===== config.mk =====
export PLATFORM = sky130hd
export DESIGN_NAME = xrom_port
export DESIGN_NICKNAME = d
export VERILOG_FILES = /design/src/rtl/xrom_pkg.sv /design/src/rtl/xrom_dpath.sv /design/src/rtl/xrom_ctrl.sv /design/src/rtl/xrom_port.sv
export SDC_FILE = /design/constraint.sdc
export NUM_CORES = 1
export LEC_CHECK = 0
export ABC_AREA = 1
export BUFFER_PORTS_ARGS = -buffer_cell sky130_fd_sc_hd__buf_2
export CORE_ASPECT_RATIO = 0.5
export CORE_MARGIN = 2
export CORE_UTILIZATION = 30
export CTS_BUF_LIST = sky130_fd_sc_hd__clkbuf_4 sky130_fd_sc_hd__clkbuf_8
export CTS_CLUSTER_SIZE = 20
export DETAILED_ROUTE_END_ITERATION = 7
export PLACE_DENSITY = 0.58
export SLEW_MARGIN = 10
export SYNTH_ARGS = -nofsm -noshare
export SYNTH_HDL_FRONTEND = slang
export SYNTH_SLANG_ARGS = --single-unit
export TNS_END_PERCENT = 30

===== constraint.sdc =====
create_clock -name clk -period 5.4 [get_ports clk]
set_input_delay 1.08 -clock clk [delete_from_list [all_inputs] [get_ports clk]]
set_output_delay 1.08 -clock clk [all_outputs]
set_load 0.01 [all_outputs]

===== src/rtl/xrom_pkg.sv =====
package xrom_pkg;

  // Access phases of the port sequencer
  typedef enum logic [3:0] {
    S_SAMPLE,
    S_IDLE,
    S_HI,
    S_MID,
    S_LO,
    S_TURN,
    S_WAIT,
    S_CAP,
    S_DONE
  } phase_e;

  // Which address byte the datapath places on the bus
  typedef enum logic [1:0] {
    DRV_LO,
    DRV_MID,
    DRV_HI
  } drv_e;

  // Strobes from control to datapath
  typedef struct packed {
    logic sample;   // capture strap levels
    logic load;     // capture the granted address
    logic pickB;    // granted requester is B
    logic drive;    // put an address byte on the bus
    drv_e drvSel;   // which byte
    logic capture;  // capture ROM data from the bus
  } strobe_t;

endpackage


===== src/rtl/xrom_dpath.sv =====
module xrom_dpath
  import xrom_pkg::*;
#(
  parameter int ADDR_W   = 20,
  parameter int SIZE_W   = 3,
  parameter int WAIT_W   = 3,
  parameter int BASE_LOG = 14
) (
  input  logic              clk,
  input  logic              rst_n,
  input  strobe_t           stb,
  input  logic [ADDR_W-1:0] addrA,
  input  logic [ADDR_W-1:0] addrB,
  input  logic [7:0]        busIn,
  output logic [7:0]        busOut,
  output logic [7:0]        rdData,
  output logic [WAIT_W-1:0] cfgWait,
  output logic              cfgBig
);

  localparam int MAX_CODE = ADDR_W - BASE_LOG;
  localparam int HI_W     = ADDR_W - 16;
  localparam int BIG_MIN  = 16 - BASE_LOG;

  logic [SIZE_W-1:0] sizeCode;
  logic [SIZE_W-1:0] strapSize;
  logic [ADDR_W-1:0] addrReg;
  logic [ADDR_W-1:0] winMask;
  logic [7:0]        hiByte;

  assign strapSize = busIn[SIZE_W-1:0];
  assign winMask   = {ADDR_W{1'b1}} >> (MAX_CODE - int'(sizeCode));
  assign cfgBig    = int'(sizeCode) > BIG_MIN;

  generate
    if (HI_W < 8) begin : g_hiPad
      assign hiByte = {{(8 - HI_W){1'b0}}, addrReg[ADDR_W-1:16]};
    end else begin : g_hiFull
      assign hiByte = addrReg[ADDR_W-1:16];
    end
  endgenerate

  always_ff @(posedge clk or negedge rst_n) begin
    if (!rst_n) begin
      sizeCode <= '0;
      cfgWait  <= '0;
      addrReg  <= '0;
      rdData   <= '0;
    end else begin
      if (stb.sample) begin
        sizeCode <= (int'(strapSize) > MAX_CODE) ? SIZE_W'(MAX_CODE) : strapSize;
        cfgWait  <= busIn[SIZE_W+WAIT_W-1:SIZE_W];
      end
      if (stb.load) begin
        addrReg <= (stb.pickB ? addrB : addrA) & winMask;
      end
      if (stb.capture) begin
        rdData <= busIn;
      end
    end
  end

  always_comb begin
    busOut = '0;
    if (stb.drive) begin
      unique case (stb.drvSel)
        DRV_HI:  busOut = hiByte;
        DRV_MID: busOut = addrReg[15:8];
        default: busOut = addrReg[7:0];
      endcase
    end
  end

endmodule


===== src/rtl/xrom_ctrl.sv =====
module xrom_ctrl
  import xrom_pkg::*;
#(
  parameter int WAIT_W = 3
) (
  input  logic              clk,
  input  logic              rst_n,
  input  logic              reqA,
  input  logic              reqB,
  input  logic [WAIT_W-1:0] cfgWait,
  input  logic              cfgBig,
  output strobe_t           stb,
  output logic              busOe,
  output logic              latchHi,
  output logic              latchMid,
  output logic              latchLo,
  output logic              romOe,
  output logic              doneA,
  output logic              doneB
);

  phase_e            state, nextState;
  logic              ownerB, ownerBNext;
  logic [WAIT_W-1:0] waitCnt, waitNext;

  always_comb begin
    nextState  = state;
    ownerBNext = ownerB;
    waitNext   = waitCnt;
    stb        = '0;
    unique case (state)
      S_SAMPLE: begin
        stb.sample = 1'b1;
        nextState  = S_IDLE;
      end
      S_IDLE: begin
        if (reqA || reqB) begin
          stb.load   = 1'b1;
          stb.pickB  = !reqA;
          ownerBNext = !reqA;
          nextState  = cfgBig ? S_HI : S_MID;
        end
      end
      S_HI: begin
        stb.drive  = 1'b1;
        stb.drvSel = DRV_HI;
        nextState  = S_MID;
      end
      S_MID: begin
        stb.drive  = 1'b1;
        stb.drvSel = DRV_MID;
        nextState  = S_LO;
      end
      S_LO: begin
        stb.drive  = 1'b1;
        stb.drvSel = DRV_LO;
        nextState  = S_TURN;
      end
      S_TURN: begin
        waitNext  = cfgWait;
        nextState = (cfgWait == '0) ? S_CAP : S_WAIT;
      end
      S_WAIT: begin
        waitNext = waitCnt - 1'b1;
        if (waitCnt == WAIT_W'(1)) nextState = S_CAP;
      end
      S_CAP: begin
        stb.capture = 1'b1;
        nextState   = S_DONE;
      end
      S_DONE:  nextState = S_IDLE;
      default: nextState = S_IDLE;
    endcase
  end

  always_ff @(posedge clk or negedge rst_n) begin
    if (!rst_n) begin
      state   <= S_SAMPLE;
      ownerB  <= 1'b0;
      waitCnt <= '0;
    end else begin
      state   <= nextState;
      ownerB  <= ownerBNext;
      waitCnt <= waitNext;
    end
  end

  assign busOe    = stb.drive;
  assign latchHi  = (state == S_HI);
  assign latchMid = (state == S_MID);
  assign latchLo  = (state == S_LO);
  assign romOe    = (state == S_WAIT) || (state == S_CAP);
  assign doneA    = (state == S_DONE) && !ownerB;
  assign doneB    = (state == S_DONE) && ownerB;

endmodule


===== src/rtl/xrom_port.sv =====
module xrom_port
  import xrom_pkg::*;
#(
  parameter int ADDR_W   = 20,
  parameter int SIZE_W   = 3,
  parameter int WAIT_W   = 3,
  parameter int BASE_LOG = 14
) (
  input  logic              clk,
  input  logic              rst_n,
  input  logic              reqA,
  input  logic [ADDR_W-1:0] addrA,
  input  logic              reqB,
  input  logic [ADDR_W-1:0] addrB,
  output logic              doneA,
  output logic              doneB,
  output logic [7:0]        rdData,
  input  logic [7:0]        busIn,
  output logic [7:0]        busOut,
  output logic              busOe,
  output logic              latchHi,
  output logic              latchMid,
  output logic              latchLo,
  output logic              romOe
);

  strobe_t           stb;
  logic [WAIT_W-1:0] cfgWait;
  logic              cfgBig;

  xrom_ctrl #(.WAIT_W(WAIT_W)) u_ctrl (
    .clk      (clk),
    .rst_n    (rst_n),
    .reqA     (reqA),
    .reqB     (reqB),
    .cfgWait  (cfgWait),
    .cfgBig   (cfgBig),
    .stb      (stb),
    .busOe    (busOe),
    .latchHi  (latchHi),
    .latchMid (latchMid),
    .latchLo  (latchLo),
    .romOe    (romOe),
    .doneA    (doneA),
    .doneB    (doneB)
  );

  xrom_dpath #(
    .ADDR_W   (ADDR_W),
    .SIZE_W   (SIZE_W),
    .WAIT_W   (WAIT_W),
    .BASE_LOG (BASE_LOG)
  ) u_dpath (
    .clk     (clk),
    .rst_n   (rst_n),
    .stb     (stb),
    .addrA   (addrA),
    .addrB   (addrB),
    .busIn   (busIn),
    .busOut  (busOut),
    .rdData  (rdData),
    .cfgWait (cfgWait),
    .cfgBig  (cfgBig)
  );

endmodule


### After elaboration in Yosys (flattened, before gate mapping)

Cells that the tools add are included.

* bits in registers: 42
* logic and storage cells: 52
* input port bits: 52

* add/sub/neg operators: 2
* mux-type cells: 15
* reduce and logical (&&, ||, !) cells: 11
* bitwise operators: 1
* order comparisons: 2
* shift-type cells: 1
* equal/unequal tests: 13

Operators with widths (number)
* 20-bit by 32-bit right shift with 20-bit output, first input constant: 1
* 4-bit case mux with 7 select lines: 1
* 20-bit AND: 1
* 20-bit two-way mux: 1
* 4-bit by 3-bit equality test with 1-bit output, second input constant: 4
* 8-bit case mux with 2 select lines: 1
* 3-bit case mux with 3 select lines: 1
* 4-bit by 2-bit equality test with 1-bit output, second input constant: 2
* 4-bit two-way mux: 2
* 8-bit two-way mux: 1
* 3-bit case mux with 2 select lines: 1
* 4-bit by 1-bit equality test with 1-bit output, second input constant: 1
* 4-bit equality test, second input constant: 1
* 4-bit zero test: 1
* 1-bit two-way mux: 4
* 2-bit two-way mux: 2
* 2-bit by 1-bit inequality test with 1-bit output, second input constant: 2
* 2-bit AND reduction: 2
* 3-bit by 3-bit subtractor with 4-bit output, first input constant: 1
* 3-bit by 1-bit equality test with 1-bit output, second input constant: 1
* 3-bit by 2-bit greater-than comparator with 1-bit output, second input constant: 1
* 3-bit greater-than comparator, second input constant: 1
* 3-bit zero test: 1
* 3-bit two-way mux: 1
* other kinds (7): 10

### Longest topological paths before layout

* depth in word-level cells: 5
* mapped depth: 12

### Hierarchy

A second synthesis with hierarchy kept.

* cells, all modules: 345
* area total of the unflattened synthesis: 2477.4 sq um

Modules (own cells, without submodules)
* xrom_dpath: times used 1, area an instance 1904.3 sq um, cells each 257
* xrom_ctrl: times used 1, area an instance 573.0 sq um, cells each 88

### Worst setup path after synthesis

Ideal clock, no wire load.

* path type: register to output
* from: register u_ctrl.state[2]
* to: output busOut[2]
* data required time: 4.320 ns
* path slack: 2.199 ns
* arrival: 2.121 ns
* stages on the path, launching flop included: 13
* cell sequence: dfrtp_1 inv_1 nand2_4 nor3_1 inv_1 ha_1 clkbuf_1 inv_1 buf_2 nand3_1 nand3_1 nand2_1 inv_1

* longest elaborated chain between the ends: 5

RTL lines
* start, declared: RTL line xrom_ctrl.sv:22 `phase_e state, nextState;`
* start signal, assigned: RTL line xrom_ctrl.sv:82 `state <= nextState;`
* 4-bit by 2-bit equality test with 1-bit output (*)
* net latchHi: RTL line xrom_port.sv:21 `output logic latchHi,`
* 3-bit case mux with 3 select lines (*): RTL line xrom_ctrl.sv:31 `unique case (state)`
* 2-bit by 1-bit equality test with 1-bit output / 2-bit equality test (equally long branches): RTL line xrom_dpath.sv:66 `unique case (stb.drvSel)`
* 8-bit case mux with 2 select lines: RTL line xrom_dpath.sv:66
* 8-bit two-way mux (*): RTL line xrom_dpath.sv:65 `if (stb.drive) begin`
* end, declared: RTL line xrom_port.sv:19 `output logic [7:0] busOut,`

The timed path passes the listed nets; every way through them passes the cells marked *.

### Worst setup path in the final report

* from: register u_ctrl.state[2]
* to: output busOut[2]

* longest elaborated chain between the ends: 5

RTL lines (RTL line)
* 4-bit by 3-bit equality test with 1-bit output / 4-bit by 2-bit equality test with 1-bit output (equally long branches): xrom_ctrl.sv:31
* 3-bit case mux with 3 select lines (*): xrom_ctrl.sv:31
* 2-bit by 1-bit equality test with 1-bit output / 2-bit equality test (equally long branches): xrom_dpath.sv:66
* 8-bit case mux with 2 select lines: xrom_dpath.sv:66
* 8-bit two-way mux (*): xrom_dpath.sv:65

Every way passes the cells marked *; elsewhere a longest branch is shown, timed or not.

==> qor.yml <==
sta:
  setup_viol: 0
  relSlewSlack_pct: 37.2
  fmax_mhz: 275
  layout_worst_path_cycle_share_pct: 67.3
  layout_setup_ws_ns: 1.77
  setup_tns_ns: 0
  finClkSkew_ns: 0.00786
  min_period_ns: 3.63
  slew_viol_final: 0
  rsz0062_at_grt: "no"
  whs_ns: 0.478
  tightest_slew_ns: 0.942
  finalHoldViolCount: 0
flow_run:
  cap_viol_max_count: 0
setup_path:
  crit_family: "simple AND/OR/NAND/NOR gates"
  rr_worst_depth: 5
  regToRegStartpoint: "u_ctrl.state[3]"
  crit_slowest_cell: "ha_1"
  path_common_cell: "inv_1"
  cp.required_ns: 4.32
  reg2reg_slack_ns: 3.60
  critPathMaxStageDelay_ns: 0.42
  worstPathArrival_ns: 2.55
  startpoint_type: "flip-flop"
  crit_path_end_kind: "output port"
  r2r_end: "u_dpath.addrReg[16]"
  crit_type: "flip-flop to output port"
  worstPathMaxFanout: 12
  crit_chain: "inv_1 > nand2_4 > nor3_1 > inv_1 > ha_1 > inv_1 > nand3_1 > nand3_1 > nand2_1 > inv_1 > buf_2"
  cp.buffers_inverters: 5
status:
  outcome: "finished clean"
yosys:
  synthArstFlopShare_pct: 100
  syn_nets: 432
  synthTopCellsByArea: "dfrtp_1 (41%), nand2_1 (21%), inv_1 (8.0%)"
  ys_ff_latch: 42
  ys_seq_area_share_pct: 40.8
  yosys_warnings: 0
  netlist_instances: 372
  synth.cell_area_sq_mm: 0.00257
  yosysMostFrequentCell: "nand2_1"
  yosys.area.top_type: "dfrtp_1"
  synthTopCellsByCount: "nand2_1 (142), inv_1 (55), nor2_1 (44)"
  synth_cell_type_count: 25
  avgSynthCellArea_sq_um: 6.92
  synth_edf_count: 0
  yosys_most_used_dff: "dfrtp_1"
  yosys.area.top_type_share_pct: 40.8
cells_and_area:
  nets: 502
  postLayoutCoreUtil_pct: 38.3
  drive_gt1_share_pct: 22.8
  diodes: 0
  fin_area_sq_mm: 0.00313
  n_fill_cell: 911
  area_growth_pct: 21.6
routing:
  first_pass_iters: 4
  wl_mm: 6.15
  wl_per_cell_um: 11.1
  vias_per_cell: 4.30
  num_vias: 2388
  first_iter_violations: 115
  remaining_drc_errors: 0
  antenna_left: 0
place:
  gp_congestion: 0.843
  post-place-ws_ns: 2.10
  place_hpwl_mm: 4.63
  place.port_buffers: 74
  dpl_cell_area_sq_mm: 0.00302
floorplanning:
  core_sq_mm: 0.00817
  die_w_um: 135
  io_pins: 75
  rows: 23
  die_area_sq_mm: 0.00939
  die_h_um: 69.5
  start_util_pct: 31.5
clock_tree:
  cts_tree: "yes"
  cts.sinks: 42
  cts-resized-gates: 0
  worst_skew_pair.late_latency_ns: 0.31
  cts_max_level: 2
  clk_path_buf_depth: 2
  clock-root-buffer: "clkbuf_8"
  clk_pin_slew_worst_paths_ns: 0.09
  ctsHoldBuffers: 0
  post_cts_buffers: 0
  cts_made_buffers: 5
power_and_ir_drop:
  p_leak_nw: 1.91
  powerDensity_mw_per_mm2: 534
  ir_drop_mv: 0.180
grt:
  grt_pass1_vias: 2240
  antenna_found_initial: 0
  grt_first_pass_wirelength_mm: 10.5
  grt_max_degree: 43
  grt.total_usage_pct: 14.1
  grt_overflow: 0
worst_hold_path:
  hold_end: "u_dpath.rdData[7]"
  whs_path_depth: 2
  hp-start: "u_dpath.rdData[7]"
  hp-class: "flip-flop to flip-flop"
cells by family (layout without fill, tap and decap cells):
family	after synthesis	count (layout)	share of synthesized area, %
flops	42	42	40.8
buf+inv	69	140	10.9
xor+xnor	1	1	0.340
fa+ha+maj	8	8	3.89
simple gates	227	227	38.1
compound gates	25	25	5.93
worst max path at each step:
stage,start,endpoint,depth (start not counted)
floorplan,u_ctrl.state[2],busOut[2],12
global placement,u_ctrl.state[2],busOut[2],11
detailed placement,u_ctrl.state[2],busOut[0],11
CTS,u_ctrl.state[2],busOut[2],11
global route,u_ctrl.state[2],busOut[0],11
finish,u_ctrl.state[2],busOut[2],11
tightest hold or removal path, delay by kind of cell (launching register included):
kind / cells / cell delay [ns]
flip-flops: 1 / 0.35
AND/OR/NAND/NOR: 2 / 0.09
flip-flops by register name (all words and copies together) (netlist names):
register	flops
u_ctrl.ownerB	1
u_ctrl.state	4
u_ctrl.waitCnt	3
u_dpath.addrReg	20
u_dpath.cfgWait	3
u_dpath.rdData	8
u_dpath.sizeCode	3
power by group:
group,internal (mW),total (mW),switching [mW],leakage (nW)
clock,0.136,0.251,0.115,0.0579
combinational,0.305,0.847,0.541,1.32
sequential,0.462,0.574,0.111,0.527
total,0.904,1.67,0.768,1.91
metal layers:
layer | GRT usage [%] | share of wire [%] | up-vias
li1 | - | - | 1268
met1 | 18.3 | 49 | 1061
met2 | 23.3 | 45 | 52
met3 | 3.95 | 5.3 | 7
met4 | 3.82 | 1.2 | 0
met5 | 0 | 0 | -
cell usage in the layout (no fill, tap or decap), drive strengths merged, types with 2 or more instances in the layout:
| cell type | synthesis | layout |
|---|---|---|
| o21ai | 20 | 20 |
| clkinv | 0 | 2 |
| dfrtp | 42 | 42 |
| clkbuf | 3 | 5 |
| nor2 | 48 | 48 |
| nor3 | 4 | 4 |
| nand2 | 144 | 144 |
| a21oi | 3 | 3 |
| inv | 58 | 58 |
| nand3 | 30 | 30 |
| buf | 8 | 74 |
| ha | 8 | 8 |
area by class of cell:
cell class	instances	area, sq um	share of cell area [%]
Clock buffer	5	68.8	2.20
Clock inverter	3	40.0	1.28
Inverter	58	218	6.95
Multi-Input combinational cell	261	1240	39.7
Sequential cell	42	1050	33.6
Tap cell	112	140	4.48
Timing Repair Buffer	74	370	11.8
stage by stage:
step                instances  total power [mW]
floorplan                 372              1.20
global placement          547              1.43
detailed placement        547              1.44
CTS                       555              1.70
global route              555              1.85
finish                    555              1.67
(Power assumes the default switching activity.)
